[config.mk]
export PLATFORM = sky130hd
export DESIGN_NAME = fuse_otp_ctrl
export DESIGN_NICKNAME = d
export VERILOG_FILES = /design/src/rtl/fuse_otp_pkg.sv /design/src/rtl/fuse_otp_gate.sv /design/src/rtl/fuse_otp_store.sv /design/src/rtl/fuse_otp_rdmux.sv /design/src/rtl/fuse_otp_ctrl.sv
export SDC_FILE = /design/constraint.sdc
export NUM_CORES = 1
export LEC_CHECK = 0
export BUFFER_PORTS_ARGS = -buffer_cell sky130_fd_sc_hd__buf_2
export CORE_MARGIN = 2
export CORE_UTILIZATION = 59
export DETAILED_ROUTE_END_ITERATION = 6
export GPL_TIMING_DRIVEN = 0
export PLACE_DENSITY_LB_ADDON = 0.1
export SYNTH_ARGS = -nofsm -noshare
export SYNTH_HDL_FRONTEND = slang
export SYNTH_SLANG_ARGS = --single-unit
[constraint.sdc]
create_clock -name clk -period 2.4 [get_ports clk]
set_clock_uncertainty 0.1 [all_clocks]
set_input_delay 0.48 -clock clk [delete_from_list [all_inputs] [get_ports clk]]
set_output_delay 0.48 -clock clk [all_outputs]
set_load 0.01 [all_outputs]
[src/rtl/fuse_otp_pkg.sv]
package fuse_otp_pkg;

  // Outcome of one burn request as seen one cycle later
  typedef enum logic [1:0] {
    RESP_IDLE = 2'b00,
    RESP_DONE = 2'b01,
    RESP_REJ  = 2'b10
  } burn_resp_e;

  // Fuses at or above the base belong to the factory-set fields
  function automatic logic in_fixed_region(int unsigned idx, int unsigned base);
    return idx >= base;
  endfunction

  // Group number of a fuse for a given group size, expressed as a shift
  function automatic int unsigned group_of(int unsigned idx, int unsigned shift);
    return idx >> shift;
  endfunction

endpackage

[src/rtl/fuse_otp_gate.sv]
module fuse_otp_gate
  import fuse_otp_pkg::*;
#(
  parameter int unsigned NUM_FUSES  = 128,
  parameter int unsigned GROUP_SIZE = 16,
  parameter int unsigned FIXED_BASE = 88,
  localparam int unsigned IDX_W     = $clog2(NUM_FUSES),
  localparam int unsigned NUM_LOCKS = NUM_FUSES / GROUP_SIZE,
  localparam int unsigned GRP_SH    = $clog2(GROUP_SIZE)
) (
  input  logic                 req,
  input  logic [IDX_W-1:0]     idx,
  input  logic [NUM_LOCKS-1:0] lock_fuses,
  output logic                 grant,
  output logic                 deny
);

  // Per-group open flag: a group accepts burns while its lock fuse reads 1
  // and its first fuse lies below the fixed region.
  logic [NUM_LOCKS-1:0] group_open;

  for (genvar g = 0; g < NUM_LOCKS; g++) begin : g_grp
    localparam bit GRP_REACHABLE = (g * GROUP_SIZE) < FIXED_BASE;
    if (GRP_REACHABLE) begin : g_live
      assign group_open[g] = lock_fuses[g];
    end else begin : g_dead
      assign group_open[g] = 1'b0;
    end
  end

  logic fixed_hit;
  logic grp_ok;

  always_comb begin
    fixed_hit = in_fixed_region(int'(idx), FIXED_BASE);
    grp_ok    = group_open[group_of(int'(idx), GRP_SH)];
    grant     = req && !fixed_hit && grp_ok;
    deny      = req && !grant;
  end

endmodule

[src/rtl/fuse_otp_store.sv]
module fuse_otp_store #(
  parameter int unsigned          NUM_FUSES = 128,
  parameter logic [NUM_FUSES-1:0] INIT      = '1,
  parameter int unsigned          FIXED_BASE = 88,
  localparam int unsigned         IDX_W     = $clog2(NUM_FUSES)
) (
  input  logic                 clk,
  input  logic                 rst_n,
  input  logic                 clr_en,
  input  logic [IDX_W-1:0]     clr_idx,
  output logic [NUM_FUSES-1:0] fuses
);

  // One flop per fuse; the only transition allowed is 1 -> 0
  for (genvar b = 0; b < NUM_FUSES; b++) begin : g_bit
    logic bit_q;
    always_ff @(posedge clk or negedge rst_n) begin
      if (!rst_n) begin
        bit_q <= INIT[b];
      end else if (clr_en && (clr_idx == IDX_W'(b))) begin
        bit_q <= 1'b0;
      end
    end
    assign fuses[b] = bit_q;
  end

  AST_NO_REGROW: assert property (@(posedge clk) disable iff (!rst_n)
    1'b1 |=> ((fuses & ~$past(fuses)) == '0));

  AST_ONE_PER_EDGE: assert property (@(posedge clk) disable iff (!rst_n)
    1'b1 |=> ($countones(fuses ^ $past(fuses)) <= 1));

  AST_FIXED_HOLD: assert property (@(posedge clk) disable iff (!rst_n)
    1'b1 |=> $stable(fuses[NUM_FUSES-1:FIXED_BASE]));

endmodule

[src/rtl/fuse_otp_rdmux.sv]
module fuse_otp_rdmux #(
  parameter int unsigned  NUM_FUSES = 128,
  parameter int unsigned  WORD_W    = 32,
  localparam int unsigned NUM_WORDS = NUM_FUSES / WORD_W,
  localparam int unsigned SEL_W     = $clog2(NUM_WORDS)
) (
  input  logic [NUM_FUSES-1:0] fuses,
  input  logic [SEL_W-1:0]     sel,
  output logic [WORD_W-1:0]    data
);

  logic [WORD_W-1:0] words [NUM_WORDS];

  for (genvar w = 0; w < NUM_WORDS; w++) begin : g_word
    assign words[w] = fuses[w*WORD_W +: WORD_W];
  end

  assign data = words[sel];

endmodule

[src/rtl/fuse_otp_ctrl.sv]
module fuse_otp_ctrl
  import fuse_otp_pkg::*;
#(
  parameter int unsigned   NUM_FUSES  = 128,
  parameter int unsigned   GROUP_SIZE = 16,
  parameter int unsigned   WORD_W     = 32,
  parameter int unsigned   MFR_W      = 8,
  parameter int unsigned   SN_W       = 32,
  parameter logic [MFR_W-1:0] MFR_ID  = 8'hA5,
  parameter logic [SN_W-1:0]  SERIAL  = 32'h1234_5678,
  localparam int unsigned  IDX_W      = $clog2(NUM_FUSES),
  localparam int unsigned  SEL_W      = $clog2(NUM_FUSES / WORD_W),
  localparam int unsigned  NUM_LOCKS  = NUM_FUSES / GROUP_SIZE,
  localparam int unsigned  GRP_SH     = $clog2(GROUP_SIZE),
  localparam int unsigned  FIXED_BASE = NUM_FUSES - MFR_W - SN_W
) (
  input  logic              clk,
  input  logic              rst_n,
  input  logic              burn_req,
  input  logic [IDX_W-1:0]  burn_idx,
  input  logic [SEL_W-1:0]  rd_word,
  output logic [WORD_W-1:0] rd_data,
  output logic              burn_done,
  output logic              burn_rej
);

  localparam logic [NUM_FUSES-1:0] PRELOAD = {SERIAL, MFR_ID, {FIXED_BASE{1'b1}}};

  // Named internal events for the assertions
  logic                 burn_grant;
  logic                 burn_deny;
  logic [NUM_FUSES-1:0] fuse_vec;
  logic [NUM_LOCKS-1:0] lock_vec;
  burn_resp_e           resp_q;

  assign lock_vec = fuse_vec[NUM_LOCKS-1:0];

  fuse_otp_gate #(
    .NUM_FUSES (NUM_FUSES),
    .GROUP_SIZE(GROUP_SIZE),
    .FIXED_BASE(FIXED_BASE)
  ) i_gate (
    .req       (burn_req),
    .idx       (burn_idx),
    .lock_fuses(lock_vec),
    .grant     (burn_grant),
    .deny      (burn_deny)
  );

  fuse_otp_store #(
    .NUM_FUSES (NUM_FUSES),
    .INIT      (PRELOAD),
    .FIXED_BASE(FIXED_BASE)
  ) i_store (
    .clk    (clk),
    .rst_n  (rst_n),
    .clr_en (burn_grant),
    .clr_idx(burn_idx),
    .fuses  (fuse_vec)
  );

  fuse_otp_rdmux #(
    .NUM_FUSES(NUM_FUSES),
    .WORD_W   (WORD_W)
  ) i_rdmux (
    .fuses(fuse_vec),
    .sel  (rd_word),
    .data (rd_data)
  );

  always_ff @(posedge clk or negedge rst_n) begin
    if (!rst_n) begin
      resp_q <= RESP_IDLE;
    end else if (burn_grant) begin
      resp_q <= RESP_DONE;
    end else if (burn_deny) begin
      resp_q <= RESP_REJ;
    end else begin
      resp_q <= RESP_IDLE;
    end
  end

  assign burn_done = (resp_q == RESP_DONE);
  assign burn_rej  = (resp_q == RESP_REJ);

  AST_RESP_EXCL: assert property (@(posedge clk) disable iff (!rst_n)
    !(burn_done && burn_rej));

  AST_RESP_FOLLOWS: assert property (@(posedge clk) disable iff (!rst_n)
    burn_req |=> (burn_done || burn_rej));

  AST_IDLE_QUIET: assert property (@(posedge clk) disable iff (!rst_n)
    !burn_req |=> (!burn_done && !burn_rej));

  AST_DONE_CLEARS: assert property (@(posedge clk) disable iff (!rst_n)
    (burn_req && burn_grant) |=> !fuse_vec[$past(burn_idx)]);

  AST_LOCKED_FROZEN: assert property (@(posedge clk) disable iff (!rst_n)
    (burn_req && !lock_vec[group_of(int'(burn_idx), GRP_SH)]) |=>
      ($stable(fuse_vec) && burn_rej));

  AST_REJ_NO_CHANGE: assert property (@(posedge clk) disable iff (!rst_n)
    burn_deny |=> $stable(fuse_vec));

endmodule

-- Yosys cells after proc, flatten, opt, wreduce, memory -nomap -nowiden
Cells that the tools add are included.
- $lt $le $gt $ge: 3
- eq/ne operators: 106
- mux-type cells: 7
- bitwise gates (word level): 1
- reductions and logical operators: 111
- operators by type and width (kind ; number):
    $eq A7 B7 Y1 const B ; 41
    $eq A7 B6 Y1 const B ; 32
    $eq A7 B5 Y1 const B ; 16
    $logic_and A1 B1 Y1 ; 108
    $bmux W32 S2 ; 1
    $mux W32 ; 2
    $eq A7 B4 Y1 const B ; 8
    $eq A7 B3 Y1 const B ; 4
    $eq A7 B2 Y1 const B ; 2
    $eq A7 B1 Y1 const B ; 1
    $ge A7 B7 Y1 const B ; 1
    $logic_not A7 Y1 ; 1
    $lt A3 B4 Y1 const B ; 1
    $mux W2 ; 2
    $bmux W1 S3 ; 1
    $ge A3 B3 Y1 const B ; 1
    $not A2 Y3 ; 1
    $eq A2 B1 Y1 const B ; 1
    $eq A2 B2 Y1 const B ; 1
    $logic_not A1 Y1 ; 2
    $mux W1 ; 1
- register bits: 107
- input port bits: 12
- output and inout bits: 34
- word-level logic and storage cells: 334

-- Depth between registers and ports, before layout
Gate-level depths: netlist of run 1.
- depth in word-level cells: 8
- mapped depth: 6
- mapped depth without buffers: 3

-- Modules after synthesis
From an unflattened synthesis of run 1, not the netlist that was laid out.
- cells, all modules: 467
- area, all modules: 6162.2 µm²
- by module, submodules not included (module ; instances ; cells an instance ; area each (µm²) ; seq. area each (µm²)):
    fuse_otp_store ; 1 ; 413 ; 5188.7 ; 2758.9
    fuse_otp_rdmux ; 1 ; 39 ; 814.5 ; 0.0
    fuse_otp_gate ; 1 ; 10 ; 87.6 ; 0.0
    fuse_otp_ctrl ; 1 ; 5 ; 71.3 ; 50.0

-- Worst setup path before layout of run 1
OpenSTA, ideal clock, no wires.
- path type: input to output
- from: in rd_word[0]
- to: out rd_data[10]
- data arrival time: 1498 ps
- data required time: 1820 ps
- setup slack: 322 ps
- stages on the path: 3
- path buffers: 2
- path through: buf_2 -> buf_2 -> mux4_2
- word-level cells in the longest chain between the ends: 4
- RTL lines (what ; RTL line ; text):
    from (decl) ; fuse_otp_ctrl.sv:21 ; input logic [SEL_W-1:0] rd_word,
    $not A2 Y3 (not written as such) ; fuse_otp_rdmux.sv:18 ; assign data = words[sel];
    $bmux W32 S2 ; fuse_otp_rdmux.sv:18 ;
    $mux W32 (not written as such) (2 in a row) ; fuse_otp_rdmux.sv:18 ;
    to (decl) ; fuse_otp_ctrl.sv:22 ; output logic [WORD_W-1:0] rd_data,
No other way between the ends. The select of a mux whose other input is x is not followed.

-- Worst setup path after layout of run 1
- from: in rd_word[1]
- to: out rd_data[19]
The elaborated chain is that of the path after synthesis.

==> results of run 1 <==
-- where the power goes --
group	switching, mW	internal (mW)
sequential	0.000966	1.81
combinational	0.130	0.0539
clock	0.627	0.417
total	0.759	2.29
-- layer usage --
metal / share of wire / routed length, um
met4: 0.018 / 183
met5: 0 / 0
met2: 0.48 / 4950
met3: 0.051 / 527
met1: 0.45 / 4610
-- registers in the layout (all words and copies together), names as in the netlist --
signal	cells
i_store.g_bit.bit_q	105
resp_q	2
-- final cells by class --
cell class,count,share of cell area
flip-flops and latches,107,0.538
inverters,3,0.00216
repair buffers,43,0.0460
well taps,102,0.0244
clock inverters,5,0.00886
multi-input cells,222,0.321
clock buffers,10,0.0263
plain buffers,37,0.0340
-- synthesized netlist by cell type (2+ instances only) --
cell type,instances,share of area
and3_1,2,0.0027
a22o_1,2,0.0037
o21ai_0,17,0.018
nand2_1,28,0.022
o21a_1,48,0.077
mux4_2,11,0.053
dfstp_2,105,0.59
a21boi_0,38,0.061
nor2b_1,6,0.0080
inv_1,3,0.0024
nand3_1,7,0.0075
nand2b_1,6,0.0080
nand3b_1,2,0.0032
nor3_1,5,0.0054
mux2i_1,21,0.045
dfrtp_1,2,0.011
a21oi_1,3,0.0032
buf_2,13,0.014
nor3b_1,2,0.0032
mux2_2,2,0.0048
nor2_1,9,0.0072
or3_1,2,0.0027
clkbuf_1,22,0.018
-- final timing paths --
path                                          startpoint                       end  slack [ns]  cells after the start
worst max-delay path                          rd_word[1]               rd_data[19]        0.09                      5
worst min-delay path                               rst_n                 resp_q[0]        0.03                      1
worst max register to register    i_store.g_bit[3].bit_q   i_store.g_bit[60].bit_q        0.63                      4
worst min register to register  i_store.g_bit[124].bit_q  i_store.g_bit[124].bit_q        0.35                      1
max in group asynchronous                          rst_n   i_store.g_bit[39].bit_q        1.43                      2
min in group clk                                burn_req                 resp_q[0]        0.28                      2
-- per-stage QoR --
stage               hold WS, ns  worst slack, ns
floorplan                0.0844            0.322
global placement          0.332           -0.267
detailed placement        0.335           -0.116
CTS                      0.0484           0.0870
global route             0.0809          0.00741
finish                   0.0322           0.0857
-- cell usage in the layout, fill, tap and decap left out, types with 2 or more instances in the layout --
cell	n
a21boi_0	38
a21oi_1	3
a22o_1	2
and3_1	2
buf_2	53
buf_4	2
clkbuf_1	21
clkbuf_8	10
clkinv_4	3
dfrtp_1	2
dfstp_2	105
inv_1	3
mux2_2	2
mux2i_1	21
mux4_2	11
nand2_1	28
nand2b_1	6
nand3_1	7
nand3b_1	2
nor2_1	9
nor2b_1	6
nor3_1	5
nor3b_1	2
o21a_1	48
o21ai_0	17
or3_1	2
-- logic make-up (layout without fill, tap and decap cells) --
family                 Yosys count  in the layout
multiplexers                    34             34
flip-flops                     107            107
buffers and inverters           41             98
AND/OR/NAND/NOR                 78             78
AO/OA/AOI/OAI                  110            110
==> qor.csv, run 1 <==
stage,metric,value,unit
global_route,grt_pass1_vias,3098,
timing,setup_viol,0,
finish,diodes,0,
timing,grt_setup_unrepaired,no,
timing,finalCriticalPeriod,2.31,ns
finish,instances_no_fill,529,
die,start_util,0.608,
clock_tree,postCtsSetupBuffers,0,
setup_path,start_kind,input port,
clock_tree,postCtsHoldBufs,0,
clock_tree,worstSkewPairLatency,0.36,ns
clock_tree,clock_path_buffers,2,
yosys,syn_avg_cell_area,12.6,um2
timing,min_period_over_period,0.964,
yosys,synth.area.mux_share,0.103,
setup_path,crit_arrival,1.73,ns
setup_path,cp.required,1.82,ns
global_route,globalRouteTotalUtil,0.260,
timing,hold_viol_final,0,
finish,multi_input_area,1680,um2
global_route,gr-total-overflow,0,
timing,slew_headroom,0.516,
finish,final_core_util,0.680,
yosys,synthFlopType,dfstp_2,
die,fp.dieH,93.0,um
setup_path,path_class,input port to output port,
route,drt_drc_violations_left,0,
global_route,grt_antenna_before_repair,0,
timing,tns,0,ns
setup_path,critPathCaptureType,output port,
setup_path,path_delay_family,buffers and inverters,
clock_tree,numCtsBuffers,9,
hold_path,hp-class,input port to async pin,
yosys,synthSimpleGateAreaFrac,0.0891,
setup_path,crit_top_cell,buf_2,
finish,seqCellArea,2810,um2
finish,fillers,600,
finish,finalNetCount,435,
yosys,synth_nets,382,
power,p_leak,2.10,nW
timing,fmax,432,MHz
route,drt_wl_total,10300,um
placement,port_buffers,42,
yosys,ys_warn_count,0,
die,fp.coreArea,7690,um2
clock_tree,clock-root-buffer,clkbuf_8,
clock_tree,cts_resized,1,
setup_path,cp.buffers_inverters,3,
yosys,synth-edff-count,0,
placement,gp_congestion,0.892,
yosys,synth_xor_area_frac,0,
setup_path,crit_fanout,10,
yosys,netlist_instances,370,
power,cellPowerDensity,583,nW/um2
yosys,yosys.area_share.adder,0,
placement,dp.cells,515,
die,rows,32,
yosys,yosysSeqAreaShare,0.601,
setup_path,crit_chain,clkbuf_1 -> buf_2 -> mux2i_1 -> o21ai_0 -> buf_2,
clock_tree,htree_num_levels,3,
yosys,ys_async_sr_fraction,1.00,
run_status,status,finished clean,
power,peakVddDrop,0.000440,V
global_route,grt_pass1_wl,16600,um
timing,maxSlewViolCount,0,
yosys,ys_types,37,
job,maxCapViolations,0,
placement,dpl-instance-area,5040,um2
die,dieArea,8650,um2
route,drt.antenna.violating_nets,0,
global_route,grt_max_degree,56,
clock_tree,cts_tree,built,
global_route,top_usage_layer,met2,
route,via_per_inst,5.80,
clock_tree,clkSinkCount,107,
clock_tree,clkSlewWorstSetupHoldPaths,0.10,ns
setup_path,worst_path_largest_cell_delay,0.43,ns
route,drt_iter0_drc,181,
global_route,met3_usage,0.0500,
finish,syn_to_final_growth,11.8,%
setup_path,slowest_stage,buf_2,
global_route,use_met2,0.411,
yosys,synth_top_family_by_area,compound AO/OA/AOI/OAI gates,
die,io_pins,46,
timing,worst_pin_slew,0.719,ns
route,wire_per_inst,19.4,um
finish,drive_gt1_frac,0.459,
yosys,synth-seq-cells,107,
yosys,synth_compound_area_frac,0.166,
placement,dp_hpwl,7180,um
die,die_x,93.0,um
global_route,met1_usage,0.367,
route,num_vias,3069,
finish,post-route-cell-area,5230,um2
power,power,3.04,mW
route,dr.pass1.iters,4,
yosys,syn-cell-area,4670,um2
No activity file was read; power rests on OpenSTA's default activity.
==> run 2: changes to the inputs <==
- CORE_UTILIZATION: 59 -> 63
- clock period: 2.4 -> 2.7 ns (I/O delays scaled with it)
==> qor.csv, run 2 (synthesized netlist as in run 1, its figures left out) <==
stage,metric,value,unit,change
run_status,status,finished clean,,
die,die_x,90.1,um,-3.1%
setup_path,crit_fanout,10,,unchanged
finish,finalNetCount,435,,unchanged
route,drt_iter0_drc,203,,+12%
setup_path,critPathCaptureType,output port,,
placement,port_buffers,42,,unchanged
timing,maxSlewViolCount,0,,unchanged
timing,hold_viol_final,0,,unchanged
global_route,use_met2,0.424,,+0.0136
clock_tree,cts_resized,0,,-1
finish,diodes,0,,unchanged
setup_path,start_kind,input port,,
finish,largest_reg_flops,105,,unchanged
clock_tree,worstSkewPairLatency,0.38,ns,+0.02 ns
clock_tree,numCtsBuffers,9,,unchanged
clock_tree,cts_tree,built,,
global_route,grt_pass1_vias,3207,,+3.5%
clock_tree,postCtsHoldBufs,0,,unchanged
clock_tree,clock_path_buffers,2,,unchanged
power,internal-power,2.02,mW,-12%
finish,reg_top3,"i_store.g_bit.bit_q: 105 flops, resp_q: 2 flops",,
finish,post-route-cell-area,5230,um2,about the same
route,wire_per_inst,19.6,um,+0.75%
setup_path,path_class,input port to output port,,
setup_path,r2r_start,i_store.g_bit[3].bit_q,,
finish,final_cell_mix,"dfstp_2 (105), buf_2 (54), o21a_1 (48), a21boi_0 (38), nand2_1 (28)",,
route,drt_drc_violations_left,0,,unchanged
die,fp.dieH,90.1,um,-3.1%
route,num_vias,3197,,+4.2%
global_route,grt_antenna_before_repair,0,,unchanged
die,dieArea,8130,um2,-6.1%
clock_tree,htree_num_levels,3,,unchanged
clock_tree,clkSlewWorstSetupHoldPaths,0.10,ns,about the same
hold_path,hp-class,input port to async pin,,
global_route,met1_usage,0.380,,+0.0132
timing,grt_setup_unrepaired,no,,
finish,drive_gt1_frac,0.460,,+0.00126
finish,fillers,518,,-14%
die,fp.coreArea,7210,um2,-6.2%
setup_path,reg2reg_slack,0.89,ns,+0.26 ns
placement,dpl-instance-area,5040,um2,about the same
placement,dp_hpwl,7200,um,+0.24%
timing,worst_pin_slew,0.699,ns,-0.0197 ns
timing,finalCriticalPeriod,2.54,ns,
timing,fmax,394,MHz,
route,drt.antenna.violating_nets,0,,unchanged
placement,gp_congestion,0.869,,-2.6%
setup_path,r2r_cells,4,,unchanged
global_route,gr-total-overflow,0,,unchanged
route,dr.pass1.iters,5,,+1
power,cellPowerDensity,521,nW/um2,-11%
clock_tree,clock-root-buffer,clkbuf_8,,
timing,setup_viol,0,,unchanged
global_route,top_usage_layer,met2,,
global_route,grt_max_degree,59,,+5.4%
global_route,met3_usage,0.0671,,+0.0171
finish,regMostFlops,i_store.g_bit.bit_q,,
power,pwr-share-seq,0.592,,-0.004
power,clockPowerShare,0.348,,+0.005
route,drt_wl_total,10300,um,+0.37%
finish,final_common_cell,dfstp_2,,
global_route,grt_pass1_wl,16900,um,+1.8%
job,maxCapViolations,0,,unchanged
power,peakVddDrop,0.000303,V,-31%
die,io_pins,46,,unchanged
finish,syn_to_final_growth,11.9,%,about the same
timing,slew_headroom,0.530,,+0.0133
finish,final_core_util,0.725,,+0.0453
setup_path,r2r_end,i_store.g_bit[52].bit_q,,
setup_path,crit_arrival,1.90,ns,+0.17 ns
global_route,globalRouteTotalUtil,0.270,,+0.0108
route,via_per_inst,6.07,,+4.6%
power,p_sw_frac,0.259,,+0.00951
power,p_comb_frac,0.060,,about the same
power,p_leak,2.10,nW,+0.16%
timing,min_period_over_period,0.940,,
clock_tree,clkSinkCount,107,,unchanged
die,start_util,0.648,,+0.0399
power,p_sw,0.705,mW,-7.0%
setup_path,cp.required,2.06,ns,+0.24 ns
die,rows,31,,-3.1%
-- run 2: cell types whose count changed in the layout (fill, tap and decap cells not counted), sizes merged --
cell    previous run  this run
clkinv             3         4
inv                5         6
clkbuf            32        31
-- run 2: layout make-up --
class	instances	area [um2]	share of cell area
flip-flops and latches	107	2810	0.537
inverters	3	11.3	0.00215
multi-input cells	222	1680	0.320
clock buffers	9	124	0.0237
well taps	99	124	0.0237
clock inverters	7	71.3	0.0136
repair buffers	43	240	0.0459
plain buffers	37	175	0.0335
-- run 2: power by group through the flow --
stage | Clock (mW) | Sequential [mW] | Combinational, mW
global route | 1.04 | 1.61 | 0.178
finish | 0.949 | 1.61 | 0.164
detailed placement | 0 | 1.64 | 0.163
CTS | 0.977 | 1.61 | 0.164
floorplan | 0 | 1.64 | 0.0826
global placement | 0 | 1.64 | 0.157
-- run 2: repair_timing --
item	in CTS	in global routing
setup endpoints to repair	0	10
setup buffers	0	0
hold endpoints to repair	0	0
-- run 2: worst max-delay path by stage --
| stage | from | end | slack, ns | cells past startpoint |
|---|---|---|---|---|
| 2_1_floorplan | rd_word[0] | rd_data[10] | 0.50 | 3 |
| 3_3_place_gp | rst_n | resp_q[0] | -0.02 | 1 |
| 3_5_place_dp | rd_word[0] | rd_data[26] | 0.03 | 7 |
| 4_1_cts | rd_word[0] | rd_data[26] | 0.02 | 7 |
| 5_1_grt | rd_word[0] | rd_data[27] | 0.04 | 6 |
| 6_report | rd_word[0] | rd_data[27] | 0.16 | 6 |
-- run 2: worst max-delay path: stages --
cell	delay (ns)
buf_2	0.20
buf_2	0.37
buf_2	0.34
mux2i_1	0.22
nor2_1	0.07
buf_2	0.15
-- run 2: per-layer routing --
layer,vias up,part of all wire
li1,1410,-
met1,1665,0.45
met2,108,0.48
met3,14,0.062
met4,0,0.012
met5,-,0
-- run 2: through the flow --
step           TNS, ns  cells  hold slack [ns]  power [mW]  setup slack (ns)
4_1_cts              0    528           0.0833        2.75            0.0190
6_report             0    527           0.0751        2.73             0.163
2_1_floorplan        0    370            0.144        1.72             0.502
3_5_place_dp         0    512            0.336        1.80            0.0257
3_3_place_gp   -0.0467    511            0.331        1.79           -0.0233
5_1_grt              0    527            0.102        2.83            0.0449
